--- config.mk ---
export PLATFORM = sky130hd
export DESIGN_NAME = decadd_unit
export DESIGN_NICKNAME = d
export VERILOG_FILES = /design/src/rtl/addsub_pkg.sv /design/src/rtl/addsub_digit.sv /design/src/rtl/addsub_outstage.sv /design/src/rtl/decadd_unit.sv
export SDC_FILE = /design/constraint.sdc
export NUM_CORES = 1
export LEC_CHECK = 0
export ABC_AREA = 1
export BUFFER_PORTS_ARGS = -buffer_cell sky130_fd_sc_hd__buf_2
export CAP_MARGIN = 40
export CORE_UTILIZATION = 45
export CTS_CLUSTER_SIZE = 8
export DETAILED_ROUTE_END_ITERATION = 16
export GPL_TIMING_DRIVEN = 0
export PLACE_DENSITY = 0.71
export SETUP_SLACK_MARGIN = 0.05
export SLEW_MARGIN = 25
export SYNTH_ARGS = -nofsm -noshare
export SYNTH_HDL_FRONTEND = slang
export SYNTH_SLANG_ARGS = --single-unit
--- constraint.sdc ---
create_clock -name clk -period 0.8 [get_ports clk]
set_input_delay 0.16 -clock clk [delete_from_list [all_inputs] [get_ports clk]]
set_output_delay 0.16 -clock clk [all_outputs]
set_load 0.005 [all_outputs]
--- src/rtl/addsub_pkg.sv ---
package addsub_pkg;

    typedef enum logic [1:0] {
        OP_BIN_ADD = 2'b00,
        OP_BIN_SUB = 2'b01,
        OP_DEC_ADD = 2'b10,
        OP_DEC_SUB = 2'b11
    } op_kind_e;

    localparam int unsigned LANE_W   = 4;
    localparam int unsigned DEC_MAX  = 9;
    localparam int unsigned DEC_FIX  = 6;

endpackage

--- src/rtl/addsub_digit.sv ---
module addsub_digit
    import addsub_pkg::*;
(
    input  op_kind_e          kind,
    input  logic [LANE_W-1:0] a,
    input  logic [LANE_W-1:0] b,
    input  logic              cin,
    output logic [LANE_W-1:0] dig,
    output logic              cout
);

    logic [LANE_W-1:0] b_eff;
    logic [LANE_W:0]   lane_sum;
    logic [LANE_W:0]   lane_adj;

    always_comb begin
        b_eff    = (kind == OP_BIN_SUB || kind == OP_DEC_SUB) ? ~b : b;
        lane_sum = {1'b0, a} + {1'b0, b_eff} + {{LANE_W{1'b0}}, cin};
        lane_adj = lane_sum + (LANE_W+1)'(DEC_FIX);
    end

    always_comb begin
        dig  = lane_sum[LANE_W-1:0];
        cout = lane_sum[LANE_W];
        unique case (kind)
            OP_BIN_ADD, OP_BIN_SUB: begin
                dig  = lane_sum[LANE_W-1:0];
                cout = lane_sum[LANE_W];
            end
            OP_DEC_ADD: begin
                if (lane_sum > (LANE_W+1)'(DEC_MAX)) begin
                    dig  = lane_adj[LANE_W-1:0];
                    cout = 1'b1;
                end else begin
                    dig  = lane_sum[LANE_W-1:0];
                    cout = 1'b0;
                end
            end
            OP_DEC_SUB: begin
                cout = lane_sum[LANE_W];
                dig  = lane_sum[LANE_W] ? lane_sum[LANE_W-1:0]
                                        : lane_sum[LANE_W-1:0] - LANE_W'(DEC_FIX);
            end
            default: begin
                dig  = lane_sum[LANE_W-1:0];
                cout = lane_sum[LANE_W];
            end
        endcase
    end

    // Lane checks: valid decimal digits in must give a valid digit out.
    always_comb begin
        if ((kind == OP_DEC_ADD || kind == OP_DEC_SUB) &&
            a <= LANE_W'(DEC_MAX) && b <= LANE_W'(DEC_MAX)) begin
            AST_DEC_DIGIT_VALID: assert (dig <= LANE_W'(DEC_MAX));
        end
        if (kind == OP_DEC_ADD && a <= LANE_W'(DEC_MAX) && b <= LANE_W'(DEC_MAX)) begin
            AST_DEC_ADD_CARRY: assert (cout == ((5'(a) + 5'(b) + 5'(cin)) > 5'd9));
        end
    end

endmodule

--- src/rtl/addsub_outstage.sv ---
module addsub_outstage #(
    parameter int unsigned WIDTH   = 8,
    parameter bit          REG_OUT = 1'b1
) (
    input  logic             clk,
    input  logic             rst_n,
    input  logic [WIDTH-1:0] res_c,
    input  logic             cout_c,
    output logic [WIDTH-1:0] res_o,
    output logic             cout_o,
    output logic             zero_o,
    output logic             neg_o
);

    logic zero_c;
    logic neg_c;

    assign zero_c = (res_c == '0);
    assign neg_c  = res_c[WIDTH-1];

    generate
        if (REG_OUT) begin : g_reg
            always_ff @(posedge clk or negedge rst_n) begin
                if (!rst_n) begin
                    res_o  <= '0;
                    cout_o <= 1'b0;
                    zero_o <= 1'b0;
                    neg_o  <= 1'b0;
                end else begin
                    res_o  <= res_c;
                    cout_o <= cout_c;
                    zero_o <= zero_c;
                    neg_o  <= neg_c;
                end
            end

            AST_REG_LATENCY: assert property (@(posedge clk) disable iff (!rst_n)
                1'b1 |=> (res_o == $past(res_c) && cout_o == $past(cout_c)));
        end else begin : g_comb
            assign res_o  = res_c;
            assign cout_o = cout_c;
            assign zero_o = zero_c;
            assign neg_o  = neg_c;
        end
    endgenerate

endmodule

--- src/rtl/decadd_unit.sv ---
module decadd_unit
    import addsub_pkg::*;
#(
    parameter int unsigned DIGITS  = 2,
    parameter bit          REG_OUT = 1'b1
) (
    input  logic                     clk,
    input  logic                     rst_n,
    input  logic [4*DIGITS-1:0]      op_a,
    input  logic [4*DIGITS-1:0]      op_b,
    input  logic                     carry_in,
    input  logic                     subtract,
    input  logic                     decimal,
    output logic [4*DIGITS-1:0]      result,
    output logic                     carry_out,
    output logic                     zero,
    output logic                     negative
);

    localparam int unsigned WIDTH = LANE_W * DIGITS;

    op_kind_e         kind;
    logic [DIGITS:0]  chain;
    logic [WIDTH-1:0] res_c;

    always_comb begin
        unique case ({decimal, subtract})
            2'b00:   kind = OP_BIN_ADD;
            2'b01:   kind = OP_BIN_SUB;
            2'b10:   kind = OP_DEC_ADD;
            2'b11:   kind = OP_DEC_SUB;
            default: kind = OP_BIN_ADD;
        endcase
    end

    assign chain[0] = carry_in;

    generate
        for (genvar g = 0; g < DIGITS; g++) begin : g_lane
            addsub_digit u_dig (
                .kind (kind),
                .a    (op_a[LANE_W*g +: LANE_W]),
                .b    (op_b[LANE_W*g +: LANE_W]),
                .cin  (chain[g]),
                .dig  (res_c[LANE_W*g +: LANE_W]),
                .cout (chain[g+1])
            );
        end
    endgenerate

    // Binary mode must match a full-width ripple of the lanes.
    always_comb begin
        if (!decimal && !subtract) begin
            AST_BIN_ADD_WIDE: assert ({chain[DIGITS], res_c} ==
                ({1'b0, op_a} + {1'b0, op_b} + {{WIDTH{1'b0}}, carry_in}));
        end
    end

    addsub_outstage #(
        .WIDTH   (WIDTH),
        .REG_OUT (REG_OUT)
    ) u_out (
        .clk    (clk),
        .rst_n  (rst_n),
        .res_c  (res_c),
        .cout_c (chain[DIGITS]),
        .res_o  (result),
        .cout_o (carry_out),
        .zero_o (zero),
        .neg_o  (negative)
    );

    AST_ZERO_NOT_NEG: assert property (@(posedge clk) disable iff (!rst_n)
        zero |-> !negative);

    AST_NEG_TOP_BIT: assert property (@(posedge clk) disable iff (!rst_n)
        negative |-> (result != '0));

endmodule

[Word-level counts from Yosys, hierarchy flattened]
Cells that the tools add are included.
Word-level totals
  logic and storage cells: 41
  input port bits: 21
  register bits after elaboration: 11
  output and inout bits: 11
Cells by class
  bitwise logic cells: 2
  multiplexer cells: 13
  $add $sub $neg: 8
  equal/unequal tests: 6
  reduce and logical (&&, ||, !) cells: 6
  $lt $le $gt $ge: 2
Operators by type and width (number)
  4-bit two-way mux: 6
  4-bit case mux with 3 select lines: 2
  4-bit by 4-bit adder with 5-bit output: 2
  5-bit by 1-bit adder with 5-bit output: 2
  5-bit by 4-bit > comparator with 1-bit output (second input constant): 2
  4-bit by 3-bit adder with 4-bit output (second input constant): 2
  2-bit == test (second input constant): 4
  8-bit zero test: 1
  4-bit inverter: 2
  2-bit case mux with 4 select lines: 1
  4-bit by 3-bit subtractor with 4-bit output (second input constant): 2
  2-bit by 1-bit == test with 1-bit output (second input constant): 2
  2-bit zero test: 2
  1-bit case mux with 2 select lines: 2
  3-bit OR reduction: 1
  1-bit two-way mux: 2
  2-bit OR reduction: 1
  1-bit logical OR: 1

[Longest topological paths before layout]
Gate-level depths: netlist (run 1).
  depth after elaboration: 15
  depth in mapped cells: 25
  depth with buffers taken out: 24

[Cells and area by module]
From an unflattened synthesis (run 1), not the netlist that was laid out.
Second synthesis, totals
  cells, all modules: 172
  area total of the unflattened synthesis: 1187.4 um^2
By module, submodules not included
  addsub_digit: seq. area each 0.0 um^2, times used 2, area an instance 447.9 um^2, cells each 76
  addsub_outstage: seq. area each 250.2 um^2, times used 1, area an instance 284.0 um^2, cells each 18
  decadd_unit: seq. area each 0.0 um^2, times used 1, area an instance 7.5 um^2, cells each 2

[Least setup slack after synthesis (run 1)]
OpenSTA, ideal clock, no wires.
  kind: in2reg
  start point: input subtract
  end point: register u_out.zero_o
  setup slack: -3166 ps
  required time: 729 ps
  stages on the path: 22
  data arrival time: 3894 ps
  path buffers: 1
  library setup time: 71 ps
  cells stage by stage: buf_2 > xnor2_1 > fa_1 > fa_1 > xor2_2 > ha_1 > nand2_1 > a21boi_2 > nand2_2 > o21ai_0 > fa_1 > inv_1 > fa_1 > ha_1 > or2_1 > inv_1 > nand2_1 > nand3_2 > nand2_2 > nor2_2 > nand3_1 > nor2_1
On the way
  word-level cells in the longest chain between the ends: 15
  elaborated cells between the ends (all ways): 33
  those cells by class: add/sub: 8; order compare: 2; eq/ne: 6; mux: 11; reduce/logical: 6
Ends and longest elaborated chain
  from (decl): RTL line decadd_unit.sv:12  | input logic subtract,
  2-bit == test (tied with other cells): RTL line decadd_unit.sv:27  | unique case ({decimal, subtract})
  2-bit case mux with 4 select lines *: RTL line decadd_unit.sv:27
  2-bit by 1-bit == test with 1-bit output / 2-bit == test (equally long branches): RTL line addsub_digit.sv:17, addsub_digit.sv:25
  1-bit logical OR: RTL line addsub_digit.sv:17  | b_eff = (kind == OP_BIN_SUB || kind == OP_DEC_SUB) ? ~b : b;
  4-bit two-way mux: RTL line addsub_digit.sv:17
  4-bit by 4-bit adder with 5-bit output: RTL line addsub_digit.sv:18  | lane_sum = {1'b0, a} + {1'b0, b_eff} + {{LANE_W{1'b0}}, cin};
  5-bit by 1-bit adder with 5-bit output: RTL line addsub_digit.sv:18
  5-bit by 4-bit > comparator with 1-bit output: RTL line addsub_digit.sv:31  | if (lane_sum > (LANE_W+1)'(DEC_MAX)) begin
  1-bit two-way mux: RTL line addsub_digit.sv:31
  1-bit case mux with 2 select lines: RTL line addsub_digit.sv:25  | unique case (kind)
  5-bit by 1-bit adder with 5-bit output: RTL line addsub_digit.sv:18
  4-bit by 3-bit subtractor with 4-bit output (tied with other cells): RTL line addsub_digit.sv:42  | : lane_sum[LANE_W-1:0] - LANE_W'(DEC_FIX);
  4-bit two-way mux (on tied branches): RTL line addsub_digit.sv:41, addsub_digit.sv:31
  4-bit case mux with 3 select lines *: RTL line addsub_digit.sv:25
  named net g_lane[1].u_dig.dig[2]: RTL line addsub_digit.sv:8  | output logic [LANE_W-1:0] dig,
  8-bit zero test *: RTL line addsub_outstage.sv:18  | assign zero_c = (res_c == '0);
  named net u_out.zero_c: RTL line addsub_outstage.sv:15  | logic zero_c;
  to (signal assigned): RTL line addsub_outstage.sv:32  | zero_o <= zero_c;
  to (decl): RTL line addsub_outstage.sv:11  | output logic zero_o,
Mark *: on every way through the listed nets, which the timed path passes. The rest lies on a longest branch.

[Worst setup path after layout (run 1)]
  start point: input subtract
  end point: register u_out.zero_o
On the way
  word-level cells in the longest chain between the ends: 15
  elaborated cells between the ends (all ways): 33
  those cells by class: add/sub: 8; order compare: 2; eq/ne: 6; mux: 11; reduce/logical: 6
Ends and longest elaborated chain (RTL line)
  2-bit == test (tied with other cells): decadd_unit.sv:27
  2-bit case mux with 4 select lines *: decadd_unit.sv:27
  2-bit by 1-bit == test with 1-bit output / 2-bit == test (equally long branches): addsub_digit.sv:17, addsub_digit.sv:25
  1-bit logical OR: addsub_digit.sv:17
  4-bit two-way mux: addsub_digit.sv:17
  4-bit by 4-bit adder with 5-bit output: addsub_digit.sv:18
  5-bit by 1-bit adder with 5-bit output: addsub_digit.sv:18
  5-bit by 4-bit > comparator with 1-bit output: addsub_digit.sv:31
  1-bit two-way mux: addsub_digit.sv:31
  1-bit case mux with 2 select lines: addsub_digit.sv:25
  5-bit by 1-bit adder with 5-bit output: addsub_digit.sv:18
  4-bit by 3-bit subtractor with 4-bit output (tied with other cells): addsub_digit.sv:42
  4-bit two-way mux (on tied branches): addsub_digit.sv:41, addsub_digit.sv:31
  4-bit case mux with 3 select lines: addsub_digit.sv:25
  8-bit zero test *: addsub_outstage.sv:18
  named net u_out.zero_c: addsub_outstage.sv:15
Marks and branches as above.

==> flow_summary.json, run 1 <==
{
  "outcome": "finished, violations left",
  "violations": "setup timing",
  "setup_viol": 21,
  "min_period_over_period_pct": 444,
  "slew_headroom_pct": 81.2,
  "cts.path.max_buffers": 2,
  "cp_max_fo": 3,
  "cts_buffers": 3,
  "core-area_um2": 2300,
  "netlist_area_um2": 1140,
  "dieArea_um2": 2730,
  "crit_arrival_ns": 3.75,
  "fp.dieW_um": 52.3,
  "min_period_ns": 3.55,
  "met1_usage_pct": 21.4,
  "grt_busiest_layer": "met2",
  "path_class": "primary input to register",
  "viasPerCell": 4.79,
  "syn_area_per_cell_um2": 7.06,
  "ir_drop_uv": 1210,
  "pwr-share-seq_pct": 21.8,
  "cts.clk_slew.worst_paths_ns": 0.06,
  "yosys_register_bits": 10,
  "synthToLayoutAreaGrowth_pct": 41.1,
  "cp_cell_sequence": "buf_8 > buf_12 > xnor2_4 > fa_2 > fa_2 > buf_6 > inv_2 > nor2_2 > a21boi_2 > nand2_2 > o21ai_2 > fa_2 > inv_2 > fa_2 > buf_4 > inv_1 > nand3_1 > nand3_1 > nand2_1 > nand3_1 > nand3_2 > nor2_2 > nand3_1 > nor2_1",
  "pin_count": 32,
  "power_density_nw_per_um2": 1970,
  "grt.total_usage_pct": 20.9,
  "hold_viol": 0,
  "use_met3_pct": 0.870,
  "antenna_found_initial": 0,
  "seq_area_frac_synth_pct": 22.0,
  "syn_inst": 161,
  "critical_path.startpoint": "subtract",
  "hold_start": "op_a[4]",
  "layout_commonest_cell": "nand2_1",
  "ant_nets": 0,
  "max-cap-violations": 0,
  "synthesis.nets": 195,
  "n_fill_cell": 196,
  "hold_ws_ns": 0.248,
  "start_kind": "primary input",
  "final_cell_mix": "nand2_1 (34), buf_2 (29), inv_1 (27), nand3_1 (17), buf_4 (11)",
  "grt_pass1_wl_mm": 4.22,
  "io_buffer_count": 31,
  "first_pass_iters": 4,
  "internal_power_uw": 1820,
  "p_sw_uw": 1340,
  "critPathRequiredTime_ns": 1.00,
  "worstMarginPinSlew_ns": 0.281,
  "grt_overflow": 0,
  "drc_errors": 0,
  "switching_share_pct": 42.4,
  "clock.fmax_mhz": 281,
  "die_h_um": 52.3,
  "root_buffer": "clkbuf_4",
  "placed_cell_area_um2": 1380,
  "grt_start_max_net_pins": 11,
  "leakagePower_uw": 0.000887,
  "drive_above_1_share_pct": 40.7,
  "finalNetCount": 245,
  "pwr-share-clk_pct": 10.4,
  "synth.distinct_cells": 27,
  "fin_area_um2": 1610,
  "slowest_delay_ns": 0.64,
  "start_util_pct": 49.5,
  "num_antenna_cells": 0,
  "finalMaxSlewViolations": 0,
  "ys_warn_count": 0,
  "h-tree-depth": 1,
  "gp_congestion": 0.761,
  "clock-sinks": 10,
  "num_vias": 1136,
  "use_met2_pct": 41.0,
  "routed_wl_mm": 2.50,
  "grt_setup_unrepaired": "yes",
  "post-route-util_pct": 69.9,
  "tritoncts": "done",
  "cpMaxStageDelayCell": "fa_2",
  "post-route-worst-setup-slack_ns": -2.75,
  "grt_pass1_vias": 1096,
  "worstSetupEndpointType": "register",
  "power_frac_comb_pct": 67.8,
  "rows": 17,
  "holdCritPathClass": "primary input to register",
  "drtIter0Drc": 12,
  "hpwl_mm": 1.90,
  "wl_per_cell_um": 10.6
}
==> critical path, delay by kind of cell <==
kind | cells | cell delay [ns]
AO/OA/AOI/OAI | 2 | 0.13
AND/OR/NAND/NOR | 10 | 0.84
adder cells (fa/ha/maj) | 4 | 1.80
XOR/XNOR | 1 | 0.11
buffers and inverters | 7 | 0.68
==> logic make-up after synthesis <==
kind of cell | count (synthesis) | synth area share [%]
AND/OR/NAND/NOR | 85 | 36.3
flip-flops | 10 | 22.0
XOR/XNOR | 9 | 7.59
adder cells (fa/ha/maj) | 13 | 16.9
buffers and inverters | 34 | 11.7
AO/OA/AOI/OAI | 10 | 5.50
==> metal layers <==
metal | part of all wire, % | vias to the layer above
met1 | 41 | 497
li1 | - | 598
met4 | 2.5 | 0
met5 | 0 | -
met3 | 3.3 | 7
met2 | 53 | 34
==> power groups by stage <==
stage	Sequential, uW	Clock (uW)	Combinational (uW)
6_report	687	329	2140
3_3_place_gp	688	0	1650
2_1_floorplan	723	0	1230
5_1_grt	704	352	2390
4_1_cts	689	346	2000
3_5_place_dp	695	0	1700
==> synth_stat cells <==
cell type	instances	area share, %
nor2_2	3	1.7
o21ai_0	2	0.88
fa_1	4	7.0
nand2_4	2	2.0
ha_1	9	9.9
inv_2	2	0.66
o21ai_1	1	0.44
o31ai_1	1	0.66
or2_1	1	0.55
buf_4	1	0.66
dfrtp_1	10	22
xor2_2	1	1.4
nand2_2	5	2.8
nor2_1	11	3.6
nand3_1	18	7.9
nand4_1	1	0.55
nand3b_1	3	2.0
a21oi_1	4	1.8
nand3_2	2	1.8
xor2_1	5	3.9
xnor2_1	3	2.3
nor2_4	1	0.99
buf_2	1	0.44
nand2_1	38	13
inv_1	30	9.9
a21boi_2	1	0.99
a21oi_2	1	0.77
==> sequential cells by signal (all words and copies together), names as in the netlist <==
signal	count
u_out.cout_o	1
u_out.neg_o	1
u_out.res_o	7
u_out.zero_o	1
==> final cells by class <==
cell class                      count  area (um2)  share of cell area (%)
Sequential cell                    10         250                    15.6
Tap cell                           28        35.0                    2.18
Timing Repair Buffer               45         287                    17.8
Inverter                           32         120                    7.48
Buffer                              2        31.3                    1.95
Clock buffer                        3        22.5                    1.40
Multi-Input combinational cell    117         860                    53.5
==> worst paths after layout <==
check / endpoint / slack (ns) / cells past startpoint
min in group asynchronous: u_out.res_o[4]$_DFF_PN0_ / 0.27 / 2
max in group asynchronous: u_out.res_o[6]$_DFF_PN0_ / 0.35 / 2
worst max-delay path: u_out.zero_o$_DFF_PN0_ / -2.75 / 24
worst min-delay path: u_out.res_o[4]$_DFF_PN0_ / 0.25 / 2
==> stage by stage <==
stage / TNS (ns) / worst slack (ns) / total power (uW) / cells
floorplan: -19.55 / -2.87 / 1950 / 161
finish: -20.28 / -2.75 / 3160 / 237
global placement: -22.57 / -3.21 / 2340 / 220
CTS: -19.82 / -2.77 / 3040 / 233
global route: -21.58 / -2.90 / 3440 / 237
detailed placement: -22.90 / -3.25 / 2400 / 220
==> what timing repair did <==
item	CTS	global route
setup buffers	9	4
hold endpoints to repair	10	0
pin swaps	16	9
hold buffers	1	0
setup endpoints to repair	21	21
resized for setup	15	5
Note: power is estimated with default switching activity, not from simulation.
==> run 2: changes to the inputs <==
MAX_ROUTING_LAYER = met4   (was unset)
==> run 2 against run 1 <==
- sequential cell count stayed put
- clock power about the same
- the run still ends with setup timing left
- sequential power is essentially flat
- combinational power is essentially flat
- sequential share of layout area unchanged
- via count hardly changed
- wire length about the same
- worst setup slack improved by 0.0020 ns
- largest cell class unchanged
- cell count stayed put
- cell area is the same
==> flow_summary.json, run 2 (synthesis results as in run 1) <==
{
  "holdCritPathClass": "primary input to register",
  "min_period_over_period_pct": 444,
  "grt_setup_unrepaired": "yes",
  "first_pass_iters": 4,
  "hold_depth": 2,
  "pin_count": 32,
  "min_period_ns": 3.55,
  "viasPerCell": 4.79,
  "regArea_um2": 250,
  "cp_cell_sequence": "buf_8 > buf_12 > xnor2_4 > fa_2 > fa_2 > buf_6 > inv_2 > nor2_2 > a21boi_2 > nand2_2 > o21ai_2 > fa_2 > inv_2 > fa_2 > buf_4 > inv_1 > nand3_1 > nand3_1 > nand2_1 > nand3_1 > nand3_2 > nor2_2 > nand3_1 > nor2_1",
  "n_fill_cell": 196,
  "fp.dieW_um": 52.3,
  "drc_errors": 0,
  "largest_reg_flops": 7,
  "grt_start_max_net_pins": 11,
  "ir_drop_uv": 1210,
  "outcome": "finished, violations left",
  "wl_per_cell_um": 10.6,
  "leakagePower_uw": 0.000887,
  "setup_viol": 21,
  "slowest_delay_ns": 0.64,
  "min_to": "u_out.res_o[4]$_DFF_PN0_",
  "core-area_um2": 2300,
  "root_buffer": "clkbuf_4",
  "max-cap-violations": 0,
  "hpwl_mm": 1.90,
  "die_h_um": 52.3,
  "post-route-worst-setup-slack_ns": -2.75,
  "worstSetupEndpointType": "register",
  "cpMaxStageDelayCell": "fa_2",
  "num_antenna_cells": 0,
  "internal_power_uw": 1820,
  "switching_share_pct": 42.4,
  "violations": "setup timing",
  "clock-sinks": 10,
  "synthToLayoutAreaGrowth_pct": 41.1,
  "grt_overflow": 0,
  "p_sw_uw": 1340,
  "power_density_nw_per_um2": 1970,
  "hold_viol": 0,
  "drtIter0Drc": 12,
  "multi_input_area_um2": 860,
  "hold_ws_ns": 0.247,
  "rows": 17,
  "tritoncts": "done",
  "critPathRequiredTime_ns": 1.00,
  "grt_pass1_wl_mm": 4.22,
  "layout_commonest_cell": "nand2_1",
  "power_frac_comb_pct": 67.8,
  "dieArea_um2": 2730,
  "drive_above_1_share_pct": 40.7,
  "finalMaxSlewViolations": 0,
  "fin_cells": 237,
  "top_register": "u_out.res_o",
  "worstMarginPinSlew_ns": 0.281,
  "slew_headroom_pct": 81.2,
  "routed_wl_mm": 2.50,
  "pwr-share-seq_pct": 21.8,
  "gp_congestion": 0.772,
  "ant_nets": 0,
  "grt_pass1_vias": 1096,
  "hold_start": "op_a[4]",
  "io_buffer_count": 31,
  "cts.clk_slew.worst_paths_ns": 0.06,
  "path_class": "primary input to register",
  "crit_arrival_ns": 3.75,
  "finalNetCount": 245,
  "num_vias": 1135,
  "grt.total_usage_pct": 21.4,
  "cts_buffers": 3,
  "clock.fmax_mhz": 281,
  "cts.path.max_buffers": 2,
  "antenna_found_initial": 0,
  "h-tree-depth": 1,
  "cp_max_fo": 3,
  "final_cell_mix": "nand2_1 (34), buf_2 (29), inv_1 (27), nand3_1 (17), buf_4 (11)",
  "dp.cells": 220,
  "start_util_pct": 49.5,
  "start_kind": "primary input",
  "pwr-share-clk_pct": 10.5
}
-- run 2: how the worst max path moves through the flow --
stage,start,to,slack [ns],cells after the start
6_report,subtract,u_out.zero_o$_DFF_PN0_,-2.75,24
3_3_place_gp,subtract,u_out.zero_o$_DFF_PN0_,-3.21,23
2_1_floorplan,subtract,u_out.zero_o$_DFF_PN0_,-2.87,22
4_1_cts,subtract,u_out.zero_o$_DFF_PN0_,-2.77,24
3_5_place_dp,subtract,u_out.zero_o$_DFF_PN0_,-3.25,23
5_1_grt,subtract,u_out.zero_o$_DFF_PN0_,-2.90,24
-- run 2: cell type report --
type                            count  share of cell area (%)
Buffer                              2                    1.95
Clock buffer                        3                    1.40
Inverter                           32                    7.48
Multi-Input combinational cell    117                    53.5
Sequential cell                    10                    15.6
Tap cell                           28                    2.18
Timing Repair Buffer               45                    17.8
-- run 2: what timing repair did --
item,4_1_cts,5_1_grt
cloned,0,0
hold endpoints to repair,10,0
pin swaps,16,9
setup endpoints to repair,21,21
buffers inserted,9,4
hold buffers,1,0
gates resized for setup,15,5
-- run 2: critical path, delay by kind of cell --
family | cells | cell delay, ns
adder cells (fa/ha/maj) | 4 | 1.80
AND/OR/NAND/NOR | 10 | 0.84
buffers and inverters | 7 | 0.68
AO/OA/AOI/OAI | 2 | 0.13
XOR/XNOR | 1 | 0.11
-- run 2: stage by stage --
step	utilization [%]	setup TNS [ns]	instance area, um2	worst slack (ns)	power (uW)
5_1_grt	69.9	-21.58	1610	-2.90	3440
3_5_place_dp	60.2	-22.90	1380	-3.25	2400
6_report	69.9	-20.28	1610	-2.75	3160
4_1_cts	67.8	-19.82	1560	-2.77	3040
2_1_floorplan	-	-19.55	1190	-2.87	1950
3_3_place_gp	60.2	-22.57	1380	-3.21	2340
-- run 2: power groups by stage --
stage                     Clock, uW  Sequential, uW  Combinational, uW
after CTS                       346             689               2000
after global placement            0             688               1650
after global routing            352             704               2390
after floorplan                   0             723               1230
final                           331             687               2140
after detailed placement          0             695               1700
-- run 2: layer usage --
| metal | global-route usage [%] | vias up | wire (um) |
|---|---|---|---|
| met5 | - | - | 0 |
| li1 | - | 598 | - |
| met1 | 21.4 | 498 | 1040 |
| met4 | 12.3 | 0 | 62 |
| met2 | 41.0 | 32 | 1330 |
| met3 | 0.870 | 7 | 80 |
